`src/rtl/spi_port_pkg.sv`:
```
package spi_port_pkg;

  // longest SCK half period in system clocks (rate select 3)
  localparam int HALF_TOP = 64;

  // control register, field order is the register bit order (7 downto 0)
  typedef struct packed {
    logic       intEn;
    logic       enable;
    logic       lsbFirst;
    logic       master;
    logic       cpol;
    logic       cpha;
    logic [1:0] rate;
  } ctrlReg_t;

  // strobes from control to datapath
  typedef struct packed {
    logic clear;      // drop bit count, partial receive bits, pending reload
    logic startLoad;  // master start: load transmit byte from write data
    logic holdLoad;   // idle or aborted: load transmit byte from hold register
    logic launch;     // drive next bit
    logic sample;     // capture incoming bit
  } dpStrobe_t;

endpackage

```
`src/rtl/spi_port_ctrl.sv`:
```
module spi_port_ctrl
  import spi_port_pkg::*;
#(
  parameter int W = 8
) (
  input  logic       clk,
  input  logic       rstN,
  input  logic       regWrEn,
  input  logic [7:0] regWrData,
  input  logic       dataWrEn,
  input  logic       flagClr,
  input  logic       globalIrqEn,
  input  logic       ssDirOut,
  input  logic       sckIn,
  input  logic       ssIn,
  input  logic       byteDone,
  output ctrlReg_t   cfg,
  output dpStrobe_t  stb,
  output logic       masterOn,
  output logic       slaveOn,
  output logic       sckLvl,
  output logic       doneFlag,
  output logic       irq
);

  localparam int DIV_W    = $clog2(HALF_TOP);
  localparam int HALF_CNT = 2 * W;
  localparam int HIDX_W   = $clog2(HALF_CNT);

  logic [1:0]        sckSync;
  logic [1:0]        ssSync;
  logic              sckPrev;
  logic              busy;
  logic [DIV_W-1:0]  divCnt;
  logic [HIDX_W-1:0] halfIdx;
  logic [DIV_W:0]    halfLen;
  logic              ssLow;
  logic              faultNow;
  logic              start;
  logic              tick;
  logic              lastHalf;
  logic              mLead;
  logic              mSample;
  logic              mLaunch;
  logic              sEdge;
  logic              sLead;
  logic              sTrail;
  logic              flagSet;

  assign ssLow    = ~ssSync[1];
  assign masterOn = cfg.enable & cfg.master;
  assign slaveOn  = cfg.enable & ~cfg.master & ssLow;
  assign faultNow = masterOn & ~ssDirOut & ssLow;
  assign start    = masterOn & ~busy & dataWrEn & ~faultNow;

  // half period: 2, 8, 32 for rate 0..2, top value for rate 3
  always_comb begin
    if (cfg.rate == 2'd3) halfLen = (DIV_W+1)'(HALF_TOP);
    else                  halfLen = (DIV_W+1)'(2) << {cfg.rate, 1'b0};
  end

  assign tick     = busy & ({1'b0, divCnt} == halfLen - 1'b1);
  assign lastHalf = (halfIdx == HIDX_W'(HALF_CNT - 1));
  assign mLead    = ~halfIdx[0];
  assign mSample  = tick & (cfg.cpha ? ~mLead : mLead);
  assign mLaunch  = tick & (cfg.cpha ? mLead : ~mLead);

  assign sEdge  = slaveOn & (sckSync[1] ^ sckPrev);
  assign sLead  = sEdge & (sckSync[1] != cfg.cpol);
  assign sTrail = sEdge & ~sLead;

  always_comb begin
    stb.holdLoad  = (~masterOn & ~slaveOn) | faultNow;
    stb.startLoad = start;
    stb.clear     = stb.holdLoad | start;
    stb.sample    = mSample | (cfg.cpha ? sTrail : sLead);
    stb.launch    = mLaunch | (cfg.cpha ? sLead : sTrail);
  end

  assign flagSet = faultNow | (tick & lastHalf) | (slaveOn & byteDone);
  assign irq     = doneFlag & cfg.intEn & globalIrqEn;

  always_ff @(posedge clk) begin
    if (!rstN) begin
      sckSync  <= '0;
      ssSync   <= '1;
      sckPrev  <= 1'b0;
      cfg      <= '0;
      busy     <= 1'b0;
      divCnt   <= '0;
      halfIdx  <= '0;
      sckLvl   <= 1'b0;
      doneFlag <= 1'b0;
    end else begin
      sckSync <= {sckSync[0], sckIn};
      ssSync  <= {ssSync[0], ssIn};
      sckPrev <= sckSync[1];

      if (regWrEn) cfg <= regWrData;
      if (faultNow) cfg.master <= 1'b0;

      if (faultNow || !masterOn) begin
        busy   <= 1'b0;
        sckLvl <= cfg.cpol;
      end else if (start) begin
        busy    <= 1'b1;
        divCnt  <= '0;
        halfIdx <= '0;
      end else if (busy) begin
        if (tick) begin
          divCnt  <= '0;
          sckLvl  <= ~sckLvl;
          halfIdx <= halfIdx + 1'b1;
          if (lastHalf) busy <= 1'b0;
        end else begin
          divCnt <= divCnt + 1'b1;
        end
      end else begin
        sckLvl <= cfg.cpol;
      end

      if (flagSet)      doneFlag <= 1'b1;
      else if (flagClr) doneFlag <= 1'b0;
    end
  end

endmodule

```
`src/rtl/spi_port_dp.sv`:
```
module spi_port_dp
  import spi_port_pkg::*;
#(
  parameter int W = 8
) (
  input  logic         clk,
  input  logic         rstN,
  input  dpStrobe_t    stb,
  input  logic         lsbFirst,
  input  logic         cpha,
  input  logic         inBit,
  input  logic         dataWrEn,
  input  logic [W-1:0] wrData,
  output logic         outBit,
  output logic [W-1:0] rxData,
  output logic         byteDone
);

  localparam int CNT_W = $clog2(W);

  logic [W-1:0]     txHold;
  logic [W-1:0]     txReg;
  logic [W-1:0]     rxReg;
  logic [W-1:0]     rxNext;
  logic [W-1:0]     loadSrc;
  logic [W-1:0]     launchSrc;
  logic [CNT_W-1:0] bitCnt;
  logic             pendReload;
  logic             lastBit;

  function automatic logic firstOf(input logic [W-1:0] v, input logic lsb);
    return lsb ? v[0] : v[W-1];
  endfunction

  function automatic logic [W-1:0] dropFirst(input logic [W-1:0] v, input logic lsb);
    return lsb ? (v >> 1) : (v << 1);
  endfunction

  assign rxNext    = lsbFirst ? {inBit, rxReg[W-1:1]} : {rxReg[W-2:0], inBit};
  assign loadSrc   = stb.startLoad ? wrData : txHold;
  assign launchSrc = pendReload ? txHold : txReg;
  assign lastBit   = (bitCnt == CNT_W'(W - 1));
  assign byteDone  = stb.sample & lastBit;

  always_ff @(posedge clk) begin
    if (!rstN) begin
      txHold     <= '0;
      txReg      <= '0;
      rxReg      <= '0;
      rxData     <= '0;
      bitCnt     <= '0;
      pendReload <= 1'b0;
      outBit     <= 1'b0;
    end else begin
      if (dataWrEn) txHold <= wrData;

      if (stb.clear) begin
        rxReg      <= '0;
        bitCnt     <= '0;
        pendReload <= 1'b0;
      end

      if (stb.startLoad || stb.holdLoad) begin
        if (!cpha) begin
          outBit <= firstOf(loadSrc, lsbFirst);
          txReg  <= dropFirst(loadSrc, lsbFirst);
        end else begin
          txReg <= loadSrc;
        end
      end else begin
        if (stb.launch) begin
          outBit     <= firstOf(launchSrc, lsbFirst);
          txReg      <= dropFirst(launchSrc, lsbFirst);
          pendReload <= 1'b0;
        end
        if (stb.sample) begin
          if (lastBit) begin
            rxData <= rxNext;
            rxReg  <= '0;
            bitCnt <= '0;
            if (cpha) txReg <= txHold;
            else      pendReload <= 1'b1;
          end else begin
            rxReg  <= rxNext;
            bitCnt <= bitCnt + 1'b1;
          end
        end
      end
    end
  end

endmodule

```
`src/rtl/spi_port.sv`:
```
module spi_port
  import spi_port_pkg::*;
#(
  parameter int W = 8
) (
  input  logic         clk,
  input  logic         rstN,
  input  logic         regWrEn,
  input  logic [7:0]   regWrData,
  output logic [7:0]   regRdData,
  input  logic         dataWrEn,
  input  logic [W-1:0] dataWrData,
  output logic [W-1:0] rxData,
  input  logic         flagClr,
  input  logic         globalIrqEn,
  output logic         doneFlag,
  output logic         irq,
  input  logic         ssDirOut,
  input  logic         ssDrive,
  input  logic         sckIn,
  output logic         sckOut,
  output logic         sckOe,
  input  logic         mosiIn,
  output logic         mosiOut,
  output logic         mosiOe,
  input  logic         misoIn,
  output logic         misoOut,
  output logic         misoOe,
  input  logic         ssIn,
  output logic         ssOut,
  output logic         ssOe
);

  ctrlReg_t  cfg;
  dpStrobe_t stb;
  logic      masterOn;
  logic      slaveOn;
  logic      sckLvl;
  logic      outBit;
  logic      byteDone;
  logic      inBit;

  assign inBit = masterOn ? misoIn : mosiIn;

  spi_port_ctrl #(.W(W)) ctrlI (
    .clk(clk), .rstN(rstN),
    .regWrEn(regWrEn), .regWrData(regWrData),
    .dataWrEn(dataWrEn), .flagClr(flagClr), .globalIrqEn(globalIrqEn),
    .ssDirOut(ssDirOut), .sckIn(sckIn), .ssIn(ssIn), .byteDone(byteDone),
    .cfg(cfg), .stb(stb), .masterOn(masterOn), .slaveOn(slaveOn),
    .sckLvl(sckLvl), .doneFlag(doneFlag), .irq(irq)
  );

  spi_port_dp #(.W(W)) dpI (
    .clk(clk), .rstN(rstN), .stb(stb),
    .lsbFirst(cfg.lsbFirst), .cpha(cfg.cpha), .inBit(inBit),
    .dataWrEn(dataWrEn), .wrData(dataWrData),
    .outBit(outBit), .rxData(rxData), .byteDone(byteDone)
  );

  assign regRdData = cfg;
  assign sckOut    = sckLvl;
  assign sckOe     = masterOn;
  assign mosiOut   = outBit;
  assign mosiOe    = masterOn;
  assign misoOut   = outBit;
  assign misoOe    = slaveOn;
  assign ssOut     = ssDrive;
  assign ssOe      = masterOn & ssDirOut;

endmodule

```
`config.mk`:
```
export PLATFORM = sky130hd
export DESIGN_NAME = spi_port
export DESIGN_NICKNAME = d
export VERILOG_FILES = /design/src/rtl/spi_port_pkg.sv /design/src/rtl/spi_port_ctrl.sv /design/src/rtl/spi_port_dp.sv /design/src/rtl/spi_port.sv
export SDC_FILE = /design/constraint.sdc
export NUM_CORES = 1
export LEC_CHECK = 0
export ABC_AREA = 1
export ABC_CLOCK_PERIOD_IN_PS = 2250
export CORE_MARGIN = 10
export CORE_UTILIZATION = 50
export DETAILED_ROUTE_END_ITERATION = 12
export GPL_ROUTABILITY_DRIVEN = 0
export PLACE_DENSITY = 0.82
export SLEW_MARGIN = 20
export SYNTH_ARGS = -nofsm -noshare
export SYNTH_HDL_FRONTEND = slang
export SYNTH_SLANG_ARGS = --single-unit
export TNS_END_PERCENT = 100
```
`constraint.sdc`:
```
create_clock -name clk -period 2.25 [get_ports clk]
set_clock_uncertainty 0.05 [all_clocks]
set_input_delay 0.225 -clock clk [delete_from_list [all_inputs] [get_ports clk]]
set_output_delay 0.225 -clock clk [all_outputs]
set_load 0.05 [all_outputs]
```
==> metrics.md, run 1 <==
| Metric | Value |
|---|---|
| Die H | 104 um |
| Nature of the critical path endpoint | flip-flop |
| DR vias/cell | 5.43 |
| Cells after Synth | 526 |
| Top_reg_cell synth | dfxtp_1 |
| Final setup fails | 0 |
| Hold_sp | ctrlI.ssSync[0] |
| Synth cell types | 45 |
| Clock Pin Slew Worst Setup and Hold Paths | 0.08 ns |
| Root Driver | clkbuf_8 |
| H-tree level count | 3 |
| Share of layout cells above drive strength 1 | 0.117 |
| Drt initial violations | 233 |
| Pwr per Cell Area | 633 nW/um^2 |
| Overflow after GRT | 0 |
| FF-to-FF setup slack | 0.08 ns |
| Crit path DAT | 2.40 ns |
| # fillers | 594 |
| Most frequent cells after synthesis | nand2_1, inv_1, dfxtp_1 |
| Die width | 104 um |
| Routing usage on met3 | 0.0570 |
| Synth area leaders | dfxtp_1, nand2_1, o21ai_0, inv_1, nor2_1 |
| DR DRC count | 0 |
| Largest net degree at the start of global routing | 28 |
| Hold-fix buffers, CTS | 0 |
| Worst slew margin | 0.636 |
| Sink Count | 63 |
| Synth warnings | 0 |
| Initial Util | 0.517 |
| Crit share post-route | 0.965 |
| Layout area overhead | 24.3% |
| Status | completed |
| R2R Path Start | ctrlI.cfg[1] |
| M1 GR Usage | 0.208 |
| Post-route minimum period | 2.17 ns |
| MaxCap Viol Count | 0 |
| Gr usage total | 0.176 |
| Post-synth top area cell | dfxtp_1 |
| Top Usage Layer GRT | met2 |
| Sequential cell area fraction in the yosys report | 0.357 |
| Worst setup path class | flip-flop to flip-flop |
| Syn Area/Cell | 6.72 sq um |
| Cell with the most instances after synthesis | nand2_1 |
| Setup TNS | 0 ns |
| Worst hold margin | 0.365 ns |
| Leak pwr | 1.98 nW |
| Asr flop ratio synth | 0 |
| Hold Violations, Final | 0 |
| CTS tree | done |
| Diodes inserted | 0 |
| CORE AREA | 6830 sq um |
| FF-to-FF End | dpI.rxData[3] |
| Critical Path Fanout Max | 8 |
| Fmax | 0.461 GHz |
| Syn_nets | 559 |
| Worst vdd ir | 0.000464 V |
| Clock latency on the worst-skew pair | 0.35 ns |
| Final nets | 611 |
| ANT nets after route | 0 |
| Combined area of the multi-input logic cells | 1880 sq um |
| Number of flops mapped to enable cells by yosys | 0 |
| DR vias | 3,686 |
| Slew Viols, Final | 0 |
| Sequential cell area | 1270 sq um |
| Io pins | 54 |
| Clock Tree Buf Depth | 2 |
| Number of buffers created by CTS | 9 |
| Actual slew at the worst max-slew pin | 0.545 ns |
| Vias in the first global route | 3,447 |
| GR Layer Usage met2 | 0.288 |
| Hold depth | 1 |
| DP HPWL | 7000 um |
| Worst min path class | flip-flop to flip-flop |
| Post-Route WL | 9840 um |
| FF-to-FF path depth | 14 |
| FP Rows | 30 |
| Hold endpoint | ctrlI.ssSync[1] |
| Initial antenna violation count | 0 |
| #FFs+latches synth | 63 |
| Mapped Area | 3530 sq um |
| Startpoint class of the critical path | flip-flop |
| Die area | 10,800 sq um |
| Global-route wire length before repair | 16,100 um |
| Post-synth top area share | 0.357 |
| Routed len/inst | 14.5 um |
| Worst EP required | 2.48 ns |
| Port Buf Inserts | 51 |
| DRT Pass-1 Iters | 5 |
[report_power, final]
group          switching [mW]  internal, mW
combinational           0.277         0.166
clock                   0.491         0.659
sequential             0.0332          1.16
[flip-flops by register name, indices dropped and copies added (netlist names), 3 cells and up]
name / flops
dpI.txReg: 8
ctrlI.halfIdx: 4
dpI.txHold: 8
dpI.rxReg: 8
ctrlI.divCnt: 6
ctrlI.cfg: 8
dpI.rxData: 8
dpI.bitCnt: 3
[worst max-delay path, cell delays in order, from the launching register on]
cell and delay [ns]:
dfxtp_2 0.36, inv_1 0.09, nand2_1 0.10, ha_4 0.27, inv_1 0.03, nand2_1 0.07
nand3_1 0.08, nor2_2 0.13, nand3b_1 0.13, nand2_2 0.16, nand2_4 0.07, nor2_4 0.25
buf_6 0.14, nand2_1 0.04, a21oi_1 0.13
[layout make-up]
cell class,count,area share
clock buffers,10,0.0313
repair buffers,65,0.140
clock inverters,6,0.0211
inverters,72,0.0627
multi-input cells,367,0.429
flip-flops and latches,63,0.288
well taps,96,0.0274
[worst max path at each step]
stage / startpoint / to / slack (ns) / cells past startpoint
3_3_place_gp: ctrlI.cfg[0] / dpI.rxData[2] / 0.06 / 14
2_1_floorplan: ctrlI.cfg[0] / ctrlI.divCnt[5] / 0.01 / 13
4_1_cts: ctrlI.cfg[0] / dpI.rxData[4] / 0.02 / 13
3_5_place_dp: ctrlI.cfg[0] / dpI.rxData[4] / -0.04 / 13
6_report: ctrlI.cfg[1] / dpI.rxData[3] / 0.08 / 14
5_1_grt: ctrlI.cfg[1] / dpI.rxData[5] / -0.05 / 14
[per-stage QoR]
step / instances / setup slack (ns) / power, mW / area (sq um) / utilization
after floorplan: 526 / 0.0149 / 1.50 / 3530 / -
after global placement: 660 / 0.0585 / 1.63 / 4100 / 0.600
after detailed placement: 660 / -0.0435 / 1.64 / 4100 / 0.600
after CTS: 676 / 0.0226 / 2.77 / 4330 / 0.634
after global routing: 679 / -0.0458 / 2.90 / 4390 / 0.643
final: 679 / 0.0784 / 2.78 / 4390 / 0.643
[per-layer routing]
layer,routed length (um),share of wire,vias to the layer above
li1,-,-,1805
met4,174,0.018,0
met1,4170,0.42,1695
met3,860,0.087,22
met2,4640,0.47,164
met5,0,0,-
[layout by cell type (no fill, tap or decap), types with 6 or more instances in the layout]
cell type / netlist / layout
nand2_1: 120 / 120
clkbuf_8: 0 / 10
nand3_1: 28 / 28
clkdlybuf4s50_1: 0 / 48
buf_4: 6 / 15
a211oi_1: 6 / 6
inv_1: 64 / 62
dfxtp_1: 63 / 61
a21oi_1: 38 / 38
inv_2: 4 / 6
nand2_2: 7 / 6
o21ai_0: 53 / 53
nor2_1: 55 / 54
[timing repair]
| action | CTS | global route |
|---|---|---|
| gates resized for setup | 1 | 11 |
| cloned | 0 | 0 |
| setup endpoints to repair | 7 | 26 |
| pin swaps | 0 | 6 |
| setup buffers | 0 | 3 |
[cells by family after synthesis]
family,synth area share
compound gates,0.197
buf+inv,0.118
mux,0.00283
xor+xnor,0.0124
flops,0.357
simple gates,0.295
fa+ha+maj,0.0177
Note: power is estimated with default switching activity, not from simulation.
==> run 2: changes to the inputs <==
--- a/config.mk
+++ b/config.mk
@@ -9,6 +9,7 @@
 export ABC_CLOCK_PERIOD_IN_PS = 2250
 export CORE_MARGIN = 10
 export CORE_UTILIZATION = 50
+export CTS_BUF_LIST = sky130_fd_sc_hd__clkbuf_4 sky130_fd_sc_hd__clkbuf_8
 export DETAILED_ROUTE_END_ITERATION = 12
 export GPL_ROUTABILITY_DRIVEN = 0
 export PLACE_DENSITY = 0.82
==> results of run 2 <==
The final DEF is identical to that of run 1; final timing and power are the same.
